==> config.mk <==
export PLATFORM = sky130hd
export DESIGN_NAME = bitmap_entropy_pipe
export DESIGN_NICKNAME = d
export VERILOG_FILES = /design/src/rtl/ent_pkg.sv /design/src/rtl/entropy_lut_rom.sv /design/src/rtl/entropy_stage.sv /design/src/rtl/entropy_finish.sv /design/src/rtl/bitmap_entropy_pipe.sv
export SDC_FILE = /design/constraint.sdc
export NUM_CORES = 1
export LEC_CHECK = 0
export BUFFER_PORTS_ARGS = -buffer_cell sky130_fd_sc_hd__buf_2
export CORE_ASPECT_RATIO = 1.1
export CORE_UTILIZATION = 30
export DETAILED_ROUTE_END_ITERATION = 16
export GPL_TIMING_DRIVEN = 1
export HOLD_SLACK_MARGIN = 0.03
export PLACE_DENSITY_LB_ADDON = 0.1
export SKIP_CTS_REPAIR_TIMING = 1
export SYNTH_ARGS = -nofsm -noshare
export SYNTH_HDL_FRONTEND = slang
export SYNTH_HIERARCHICAL = 1
export SYNTH_SLANG_ARGS = --single-unit
==> constraint.sdc <==
create_clock -name clk -period 7.89 [get_ports clk]
set_input_delay 1.578 -clock clk [delete_from_list [all_inputs] [get_ports clk]]
set_output_delay 1.578 -clock clk [all_outputs]
set_load 0.01 [all_outputs]
==> src/rtl/ent_pkg.sv <==
package ent_pkg;

    // Internal fractional precision used while building the table
    localparam int LOG_FR = 24;

    typedef enum logic {
        RUN_EXTEND = 1'b0,
        RUN_CLOSE  = 1'b1
    } run_act_e;

    // log2(x) for integer x >= 1, returned with LOG_FR fractional bits
    function automatic longint log2_fx(longint x);
        longint y;
        longint frac;
        int     ip;
        ip = 0;
        while ((x >> (ip + 1)) != 0) ip++;
        y    = (x << LOG_FR) >> ip;
        frac = 0;
        for (int i = 0; i < LOG_FR; i++) begin
            y    = (y * y) >> LOG_FR;
            frac = frac << 1;
            if (y >= (longint'(2) << LOG_FR)) begin
                y    = y >> 1;
                frac = frac | 1;
            end
        end
        return (longint'(ip) << LOG_FR) | frac;
    endfunction

    // -(k/n)*log2(k/n), rounded to fr fractional bits; zero for k == 0
    function automatic longint ent_term(int k, int n, int fr);
        longint d;
        longint v;
        if (k == 0) return 0;
        d = log2_fx(longint'(n)) - log2_fx(longint'(k));
        v = (longint'(k) * d) / longint'(n);
        return (v + (longint'(1) << (LOG_FR - fr - 1))) >>> (LOG_FR - fr);
    endfunction

endpackage

==> src/rtl/entropy_lut_rom.sv <==
module entropy_lut_rom #(
    parameter int N      = 9,
    parameter int FX_W   = 16,
    parameter int FRAC_W = 12,
    localparam int AW    = $clog2(N + 1)
) (
    input  logic [AW-1:0]   addr,
    output logic [FX_W-1:0] data
);
    logic [FX_W-1:0] tbl [0:N];

    for (genvar k = 0; k <= N; k++) begin : g_ent
        localparam logic [FX_W-1:0] VAL = FX_W'(ent_pkg::ent_term(k, N, FRAC_W));
        assign tbl[k] = VAL;
    end

    assign data = (addr <= AW'(N)) ? tbl[addr] : '0;
endmodule

==> src/rtl/entropy_stage.sv <==
module entropy_stage #(
    parameter int N      = 9,
    parameter int FX_W   = 16,
    parameter int FRAC_W = 12,
    localparam int AW    = $clog2(N + 1),
    localparam int BW    = N - 1
) (
    input  logic            clk,
    input  logic            rst,
    input  logic            vld_i,
    input  logic [BW-1:0]   bits_i,
    input  logic [AW-1:0]   addr_i,
    input  logic [AW-1:0]   cnt_i,
    input  logic [FX_W-1:0] sum_i,
    output logic            vld_o,
    output logic [BW-1:0]   bits_o,
    output logic [AW-1:0]   addr_o,
    output logic [AW-1:0]   cnt_o,
    output logic [FX_W-1:0] sum_o
);
    import ent_pkg::*;

    run_act_e        act;
    logic [FX_W-1:0] term;

    assign act = run_act_e'(bits_i[0]);

    entropy_lut_rom #(.N(N), .FX_W(FX_W), .FRAC_W(FRAC_W)) rom_i (
        .addr (addr_i),
        .data (term)
    );

    always_ff @(posedge clk) begin
        if (rst) begin
            vld_o  <= 1'b0;
            bits_o <= '0;
            addr_o <= '0;
            cnt_o  <= '0;
            sum_o  <= '0;
        end else begin
            vld_o  <= vld_i;
            bits_o <= bits_i >> 1;
            cnt_o  <= cnt_i + AW'(1);
            if (act == RUN_CLOSE) begin
                sum_o  <= sum_i + term;
                addr_o <= AW'(1);
            end else begin
                sum_o  <= sum_i;
                addr_o <= addr_i + AW'(1);
            end
        end
    end


    run_within_count_chk: assert property (@(posedge clk) disable iff (rst)
        vld_i |-> (addr_i >= AW'(1)) && (addr_i <= cnt_i));


    sum_monotonic_chk: assert property (@(posedge clk) disable iff (rst)
        vld_i |=> sum_o >= $past(sum_i));


    extend_keeps_sum_chk: assert property (@(posedge clk) disable iff (rst)
        (vld_i && !bits_i[0]) |=> (sum_o == $past(sum_i)) && (addr_o == $past(addr_i) + AW'(1)));


    close_restarts_run_chk: assert property (@(posedge clk) disable iff (rst)
        (vld_i && bits_i[0]) |=> addr_o == AW'(1));


    valid_follows_chk: assert property (@(posedge clk) disable iff (rst)
        vld_i |=> vld_o);


    bubble_follows_chk: assert property (@(posedge clk) disable iff (rst)
        !vld_i |=> !vld_o);
endmodule

==> src/rtl/entropy_finish.sv <==
module entropy_finish #(
    parameter int N      = 9,
    parameter int FX_W   = 16,
    parameter int FRAC_W = 12,
    localparam int AW    = $clog2(N + 1),
    localparam int BW    = N - 1
) (
    input  logic            clk,
    input  logic            rst,
    input  logic            vld_i,
    input  logic [BW-1:0]   bits_i,
    input  logic [AW-1:0]   addr_i,
    input  logic [AW-1:0]   cnt_i,
    input  logic [FX_W-1:0] sum_i,
    output logic            vld_o,
    output logic [FX_W-1:0] ent_o
);
    logic [FX_W-1:0] term;

    entropy_lut_rom #(.N(N), .FX_W(FX_W), .FRAC_W(FRAC_W)) rom_i (
        .addr (addr_i),
        .data (term)
    );

    always_ff @(posedge clk) begin
        if (rst) begin
            vld_o <= 1'b0;
            ent_o <= '0;
        end else begin
            vld_o <= vld_i;
            ent_o <= sum_i + term;
        end
    end


    all_samples_seen_chk: assert property (@(posedge clk) disable iff (rst)
        vld_i |-> (cnt_i == AW'(N)) && (bits_i == '0));


    last_run_added_chk: assert property (@(posedge clk) disable iff (rst)
        vld_i |=> ent_o >= $past(sum_i));


    reset_clears_chk: assert property (@(posedge clk)
        $past(rst) |-> !vld_o && (ent_o == '0));
endmodule

==> src/rtl/bitmap_entropy_pipe.sv <==
module bitmap_entropy_pipe #(
    parameter int WIN    = 3,
    parameter int FX_W   = 16,
    parameter int FRAC_W = 12
) (
    input  logic                 clk,
    input  logic                 rst,
    input  logic                 i_valid,
    input  logic [WIN*WIN-2:0]   i_bitmap,
    output logic                 o_valid,
    output logic [FX_W-1:0]      o_entropy
);
    localparam int N  = WIN * WIN;
    localparam int BW = N - 1;
    localparam int AW = $clog2(N + 1);

    // Index 0 is the seed state; index j is the output of stage j-1
    logic            vld_s  [0:N-1];
    logic [BW-1:0]   bits_s [0:N-1];
    logic [AW-1:0]   addr_s [0:N-1];
    logic [AW-1:0]   cnt_s  [0:N-1];
    logic [FX_W-1:0] sum_s  [0:N-1];

    // Seed: one sample seen, open run of length one, nothing summed
    assign vld_s[0]  = i_valid;
    assign bits_s[0] = i_bitmap;
    assign addr_s[0] = AW'(1);
    assign cnt_s[0]  = AW'(1);
    assign sum_s[0]  = '0;

    for (genvar j = 0; j < BW; j++) begin : g_stage
        entropy_stage #(.N(N), .FX_W(FX_W), .FRAC_W(FRAC_W)) stage_i (
            .clk    (clk),
            .rst    (rst),
            .vld_i  (vld_s[j]),
            .bits_i (bits_s[j]),
            .addr_i (addr_s[j]),
            .cnt_i  (cnt_s[j]),
            .sum_i  (sum_s[j]),
            .vld_o  (vld_s[j+1]),
            .bits_o (bits_s[j+1]),
            .addr_o (addr_s[j+1]),
            .cnt_o  (cnt_s[j+1]),
            .sum_o  (sum_s[j+1])
        );
    end

    entropy_finish #(.N(N), .FX_W(FX_W), .FRAC_W(FRAC_W)) finish_i (
        .clk    (clk),
        .rst    (rst),
        .vld_i  (vld_s[N-1]),
        .bits_i (bits_s[N-1]),
        .addr_i (addr_s[N-1]),
        .cnt_i  (cnt_s[N-1]),
        .sum_i  (sum_s[N-1]),
        .vld_o  (o_valid),
        .ent_o  (o_entropy)
    );
endmodule

# Word-level counts from Yosys, hierarchy flattened

Memory sizes are Yosys's and may differ from the RTL's.
Cells that the tools add are included.

Add/sub/neg operators: 15
$lt $le $gt $ge: 16
Mux-type cells: 40
Bitwise logic cells: 8
Reduce and logical (&&, ||, !) cells: 7

Operators with widths:

| kind                                                   | count |
|---|---|
| two-way mux 16 bit                                     | 31 |
| adder 16 bit                                           | 8 |
| >= comparator 5 bit (second input constant)            | 8 |
| NOT 4 -> 5 bit                                         | 8 |
| less-or-equal comparator 4 bit (second input constant) | 8 |
| adder 4 x 1 -> 4 bit (second input constant)           | 7 |
| OR reduction 2 bit                                     | 7 |
| two-way mux 11 bit                                     | 1 |
| two-way mux 1 bit                                      | 7 |
| two-way mux 2 bit                                      | 1 |

Register bits: 213
ROM bits: 2048
Input bits: 11
Output and inout bits: 17
Logic and storage cells: 134
Memories: 8

Memory list:

| name            | words | bits a word | read ports | clocked after Yosys merged registers in | wr ports | line                  | text |
|---|---|---|---|---|---|---|---|
| (no name shown) | 16    | 16          | 1          | 0                                       | 0        | entropy_lut_rom.sv:17 | `assign data = (addr <= AW'(N)) ? tbl[addr] : '0;` |
| (no name shown) | 16    | 16          | 1          | 0                                       | 0        | entropy_lut_rom.sv:17 |  |
| (no name shown) | 16    | 16          | 1          | 0                                       | 0        | entropy_lut_rom.sv:17 |  |
| (no name shown) | 16    | 16          | 1          | 0                                       | 0        | entropy_lut_rom.sv:17 |  |
| (no name shown) | 16    | 16          | 1          | 0                                       | 0        | entropy_lut_rom.sv:17 |  |
| (no name shown) | 16    | 16          | 1          | 0                                       | 0        | entropy_lut_rom.sv:17 |  |
| +2 memories     | n/a   | n/a         | n/a        | n/a                                     | n/a      | n/a                   |  |

# Depth between registers and ports, before layout

Word-level depth: 7
Gate-level depth with buffers: 13
Gate-level depth less buffers: 13

# By module

Netlist, hierarchy kept.

Modules (own cells, without submodules):

| module                                         | instances | cells each | area an instance (sq um) | seq. area each (sq um) |
|---|---|---|---|---|
| entropy_stage (g_stage[1].stage_i ...)         | 4         | 192        | 1800.5                   | 640.6 |
| entropy_stage (g_stage[5].stage_i ...)         | 2         | 196        | 1766.7                   | 640.6 |
| entropy_stage (g_stage[0].stage_i)             | 1         | 201        | 1825.5                   | 640.6 |
| entropy_stage (g_stage[7].stage_i)             | 1         | 204        | 1794.2                   | 640.6 |
| entropy_lut_rom (g_stage[2].stage_i.rom_i ...) | 6         | 42         | 281.5                    | 0.0 |
| entropy_finish                                 | 1         | 141        | 1231.2                   | 340.3 |
| entropy_lut_rom (finish_i.rom_i ...)           | 2         | 43         | 292.8                    | 0.0 |
| entropy_lut_rom (g_stage[0].stage_i.rom_i)     | 1         | 43         | 295.3                    | 0.0 |
| bitmap_entropy_pipe                            | 1         | 2          | 7.5                      | 0.0 |

# Worst setup path after synthesis

OpenSTA, ideal clock, no wires.

Kind: register to register
Start: register g_stage[6].stage_i.addr_o[0]
End: register g_stage[7].stage_i.sum_o[14]
Library setup time: 0.067 ns
Arrival: 3.113 ns
Data required time: 7.823 ns
Path slack: 4.710 ns
Cell stages (with the launch flop): 14
Buffers on the path: 0
Clock period less this slack: 3.180 ns
Cell sequence: dfxtp_1 -> inv_1 -> ha_1 -> nor2_1 -> o22ai_1 -> ha_1 -> fa_1 -> a211o_1 -> a21o_1 -> a211o_1 -> a211oi_2 -> o21ai_1 -> a21o_1 -> a21oi_2

Longest elaborated chain between the ends: 7
Elaborated cells between the ends (all ways): 8
Those cells by class: add/sub: 1; order compare: 1; mux: 4; bitwise: 1; memory: 1

Ends and longest elaborated chain:

| item                                                  | line                  | text |
|---|---|---|
| from (decl)                                           | entropy_stage.sv:17   | `output logic [AW-1:0] addr_o,` |
| from (signal assigned)                                | entropy_stage.sv:49   | `addr_o <= addr_i + AW'(1);` |
| NOT 4 -> 5 bit (not written as such)                  | entropy_lut_rom.sv:17 |  |
| memory (16 x 16 bit)                                  | n/a                   |  |
| two-way mux 16 bit (not written as such) (2 in a row) | entropy_lut_rom.sv:17 |  |
| two-way mux 16 bit (*)                                | entropy_lut_rom.sv:17 |  |
| named net g_stage[7].stage_i.term[0]                  | entropy_stage.sv:24   | `logic [FX_W-1:0] term;` |
| adder 16 bit (*)                                      | entropy_stage.sv:45   | `sum_o <= sum_i + term;` |
| two-way mux 16 bit (*)                                | entropy_stage.sv:44   | `if (act == RUN_CLOSE) begin` |
| to (signal assigned)                                  | entropy_stage.sv:45   |  |
| to (signal assigned)                                  | entropy_stage.sv:48   | `sum_o <= sum_i;` |
| to (decl)                                             | entropy_stage.sv:19   | `output logic [FX_W-1:0] sum_o` |

Mark *: on every way through the listed nets, which the timed path passes. The rest lies on a longest branch. The select of a mux whose other input is x is not followed.
A chain may end at the register's enable or synchronous reset.

# Worst setup path after layout

Ends and elaborated chain as after synthesis.

==> flow_summary.yaml <==
finish:
  diodes: 0
  fill_cells: 5623
  area_growth_pct: 11.5
  final_layout_size_suffix_gt1_share_pct: 8.88
  nets: 2161
critical_path:
  endpoint_kind: "register"
  cp_max_fo: 10
  r2r_end: "g_stage[7].stage_i/sum_o[14]$_SDFF_PP0_"
  cp.arrival_ns: 4.15
  path_class: "reg -> reg"
  cp_slowest_cell: "dfxtp_1"
  crit_chain: "inv_1, ha_1, nor2_1, o22ai_1, ha_1, fa_1, a211o_1, a21o_1, a211o_1, a211oi_2, o21ai_1, a21o_1, a21oi_2"
  critPathRequiredTime_ns: 8.37
  cp-start-kind: "register"
  r2r_cells: 13
  regToRegSetupSlack_ns: 4.22
  crit_path_max_incr_delay_ns: 0.53
  r2r-start: "g_stage[6].stage_i/addr_o[0]$_SDFF_PP0_"
global_routing:
  grt_pass1_vias: 12900
  grt_max_degree: 166
  grt_overflow: 0
  grt_util_all_layers_pct: 15.2
  antenna_found_initial: 1
  grt_pass1_wl_um: 67700
cts:
  ctsLongestPathBuffers: 3
  clk_pin_slew_ns: 0.06
  cts.sinks: 213
  cts-htree-levels: 1
  cts_tree: "built"
  numCtsBuffers: 29
  clock_latency_ns: 0.56
  cts_root_buf: "clkbuf_16"
flow_run:
  maxCapViolCount: 0
placed_design:
  port_buffers: 27
  hpwlAfterDp_um: 32800
  gp_congestion: 0.819
  pre_cts_ws_ns: 4.27
synth:
  netlist_area_mm2: 0.0163
  syn_avg_cell_area_um2: 8.47
  synthCells: 1921
  yosysWarningCount: 6
route:
  firstDrtPassIters: 4
  routed_via_density: 4.85
  first_iter_violations: 625
  vias: 13100
  drc_errors: 0
  antenna_left: 0
  wl_per_cell_um: 15.6
  wl_um: 42100
floorplanning:
  die_area_mm2: 0.0552
  fp.coreArea_mm2: 0.0536
  die_w_um: 224
  row_count: 89
  die_y_um: 246
  initial_core_util_pct: 30.4
  ios: 28
outcome:
  status: "complete, no violations"
min_path:
  min_path_cells: 1
  hold-path-endpoint: "g_stage[1].stage_i/bits_o[4]$_SDFF_PP0_"
  min_path_type: "reg -> reg"
  hp-start: "g_stage[0].stage_i/bits_o[5]$_SDFF_PP0_"
sta:
  max_slew.worst_pin.slew_ns: 0.874
  maxSlewHeadroom_pct: 41.6
  fin_crit_sh_pct: 46.5
  fin_skew_ns: 0.0183
  period_needed_ns: 3.67
  setup_ws_ns: 4.22
  fin_tns_setup_ns: 0
  max_freq_mhz: 272
  finalSetupViolations: 0
  hold_viol: 0
  rsz0062_at_grt: "false"
  slew_violations: 0
power_and_ir_drop:
  power.internal_w: 0.00240
  p_leak_nw: 7.87
  peakVddDrop_uv: 161
  power_density_mw_per_mm2: 190
  p_sw_share_pct: 30.5
  power.share.clock_pct: 42.7
  p_total_w: 0.00345
  combPwrFrac_pct: 22.4
  seq_power_share_pct: 34.9
  switchingPower_w: 0.00105
==> placed cells by master (no fill, tap or decap), drive strengths merged, types with 51 or more instances in the layout <==
| master | instances |
|---|---|
| nor2 | 214 |
| dfxtp | 213 |
| ha | 191 |
| a21oi | 155 |
| nand2 | 120 |
| mux2i | 105 |
| conb | 99 |
| xnor2 | 76 |
| a21o | 74 |
| o22ai | 68 |
| nor2b | 59 |
| nor3 | 51 |
==> metal layers <==
metal / up-vias / track usage, % / share of wire [%]
met5: - / 0 / 0
met4: 0 / 5.08 / 3.1
met3: 60 / 1.79 / 2.2
met2: 146 / 30.1 / 53
met1: 6072 / 16.5 / 41
li1: 6818 / - / -
==> worst max-delay path, delay by kind of cell, from the launching register on <==
| kind | cells | cell delay (ns) |
|---|---|---|
| adder cells (fa/ha/maj) | 3 | 0.92 |
| flip-flops | 1 | 0.53 |
| buffers and inverters | 1 | 0.15 |
| AO/OA/AOI/OAI | 8 | 1.69 |
| AND/OR/NAND/NOR | 1 | 0.31 |
==> worst max-delay path by stage <==
stage | start | end | slack, ns | cells past startpoint
2_1_floorplan | g_stage[6].stage_i/addr_o[0]$_SDFF_PP0_ | g_stage[7].stage_i/sum_o[14]$_SDFF_PP0_ | 4.71 | 13
3_3_place_gp | g_stage[6].stage_i/addr_o[0]$_SDFF_PP0_ | g_stage[7].stage_i/sum_o[14]$_SDFF_PP0_ | 4.28 | 13
3_5_place_dp | g_stage[6].stage_i/addr_o[0]$_SDFF_PP0_ | g_stage[7].stage_i/sum_o[14]$_SDFF_PP0_ | 4.27 | 13
4_1_cts | g_stage[6].stage_i/addr_o[0]$_SDFF_PP0_ | g_stage[7].stage_i/sum_o[14]$_SDFF_PP0_ | 4.25 | 13
5_1_grt | g_stage[6].stage_i/addr_o[1]$_SDFF_PP0_ | g_stage[7].stage_i/sum_o[8]$_SDFF_PP0_ | 4.00 | 12
6_report | g_stage[6].stage_i/addr_o[0]$_SDFF_PP0_ | g_stage[7].stage_i/sum_o[14]$_SDFF_PP0_ | 4.22 | 13
==> registers in the layout (all words and copies together) (netlist names) <==
| signal | count |
|---|---|
| finish_i/vld_o | 1 |
| g_stage.stage_i/vld_o | 8 |
| g_stage.stage_i/bits_o | 28 |
| g_stage.stage_i/sum_o | 128 |
| finish_i/ent_o | 16 |
| g_stage.stage_i/addr_o | 32 |
==> metrics by stage <==
stage	hold WS, ns	cell area [um^2]	util, %	cells
floorplan	0.414	16600	-	2009
global placement	0.417	17100	31.9	2647
detailed placement	0.420	17100	31.9	2647
CTS	0.430	18200	33.9	2699
global route	0.445	18200	33.9	2699
finish	0.428	18200	33.9	2699
==> power groups by stage <==
stage	Sequential [W]	Combinational, W	Clock, W
3_3_place_gp	0.00123	0.000761	0
6_report	0.00120	0.000774	0.00147
4_1_cts	0.00120	0.000766	0.00154
3_5_place_dp	0.00123	0.000763	0
2_1_floorplan	0.00120	0.000635	0
5_1_grt	0.00121	0.000874	0.00157
==> final cells by class <==
type	instances	area [um^2]	share of cell area (%)
Inverter	50	188	1.03
Timing Repair Buffer	32	194	1.07
Sequential cell	213	4260	23.5
Multi-Input combinational cell	1624	11500	63.4
Tap cell	728	911	5.02
Clock buffer	34	785	4.32
Clock inverter	18	294	1.62
Note: power is estimated with default switching activity, not from simulation.
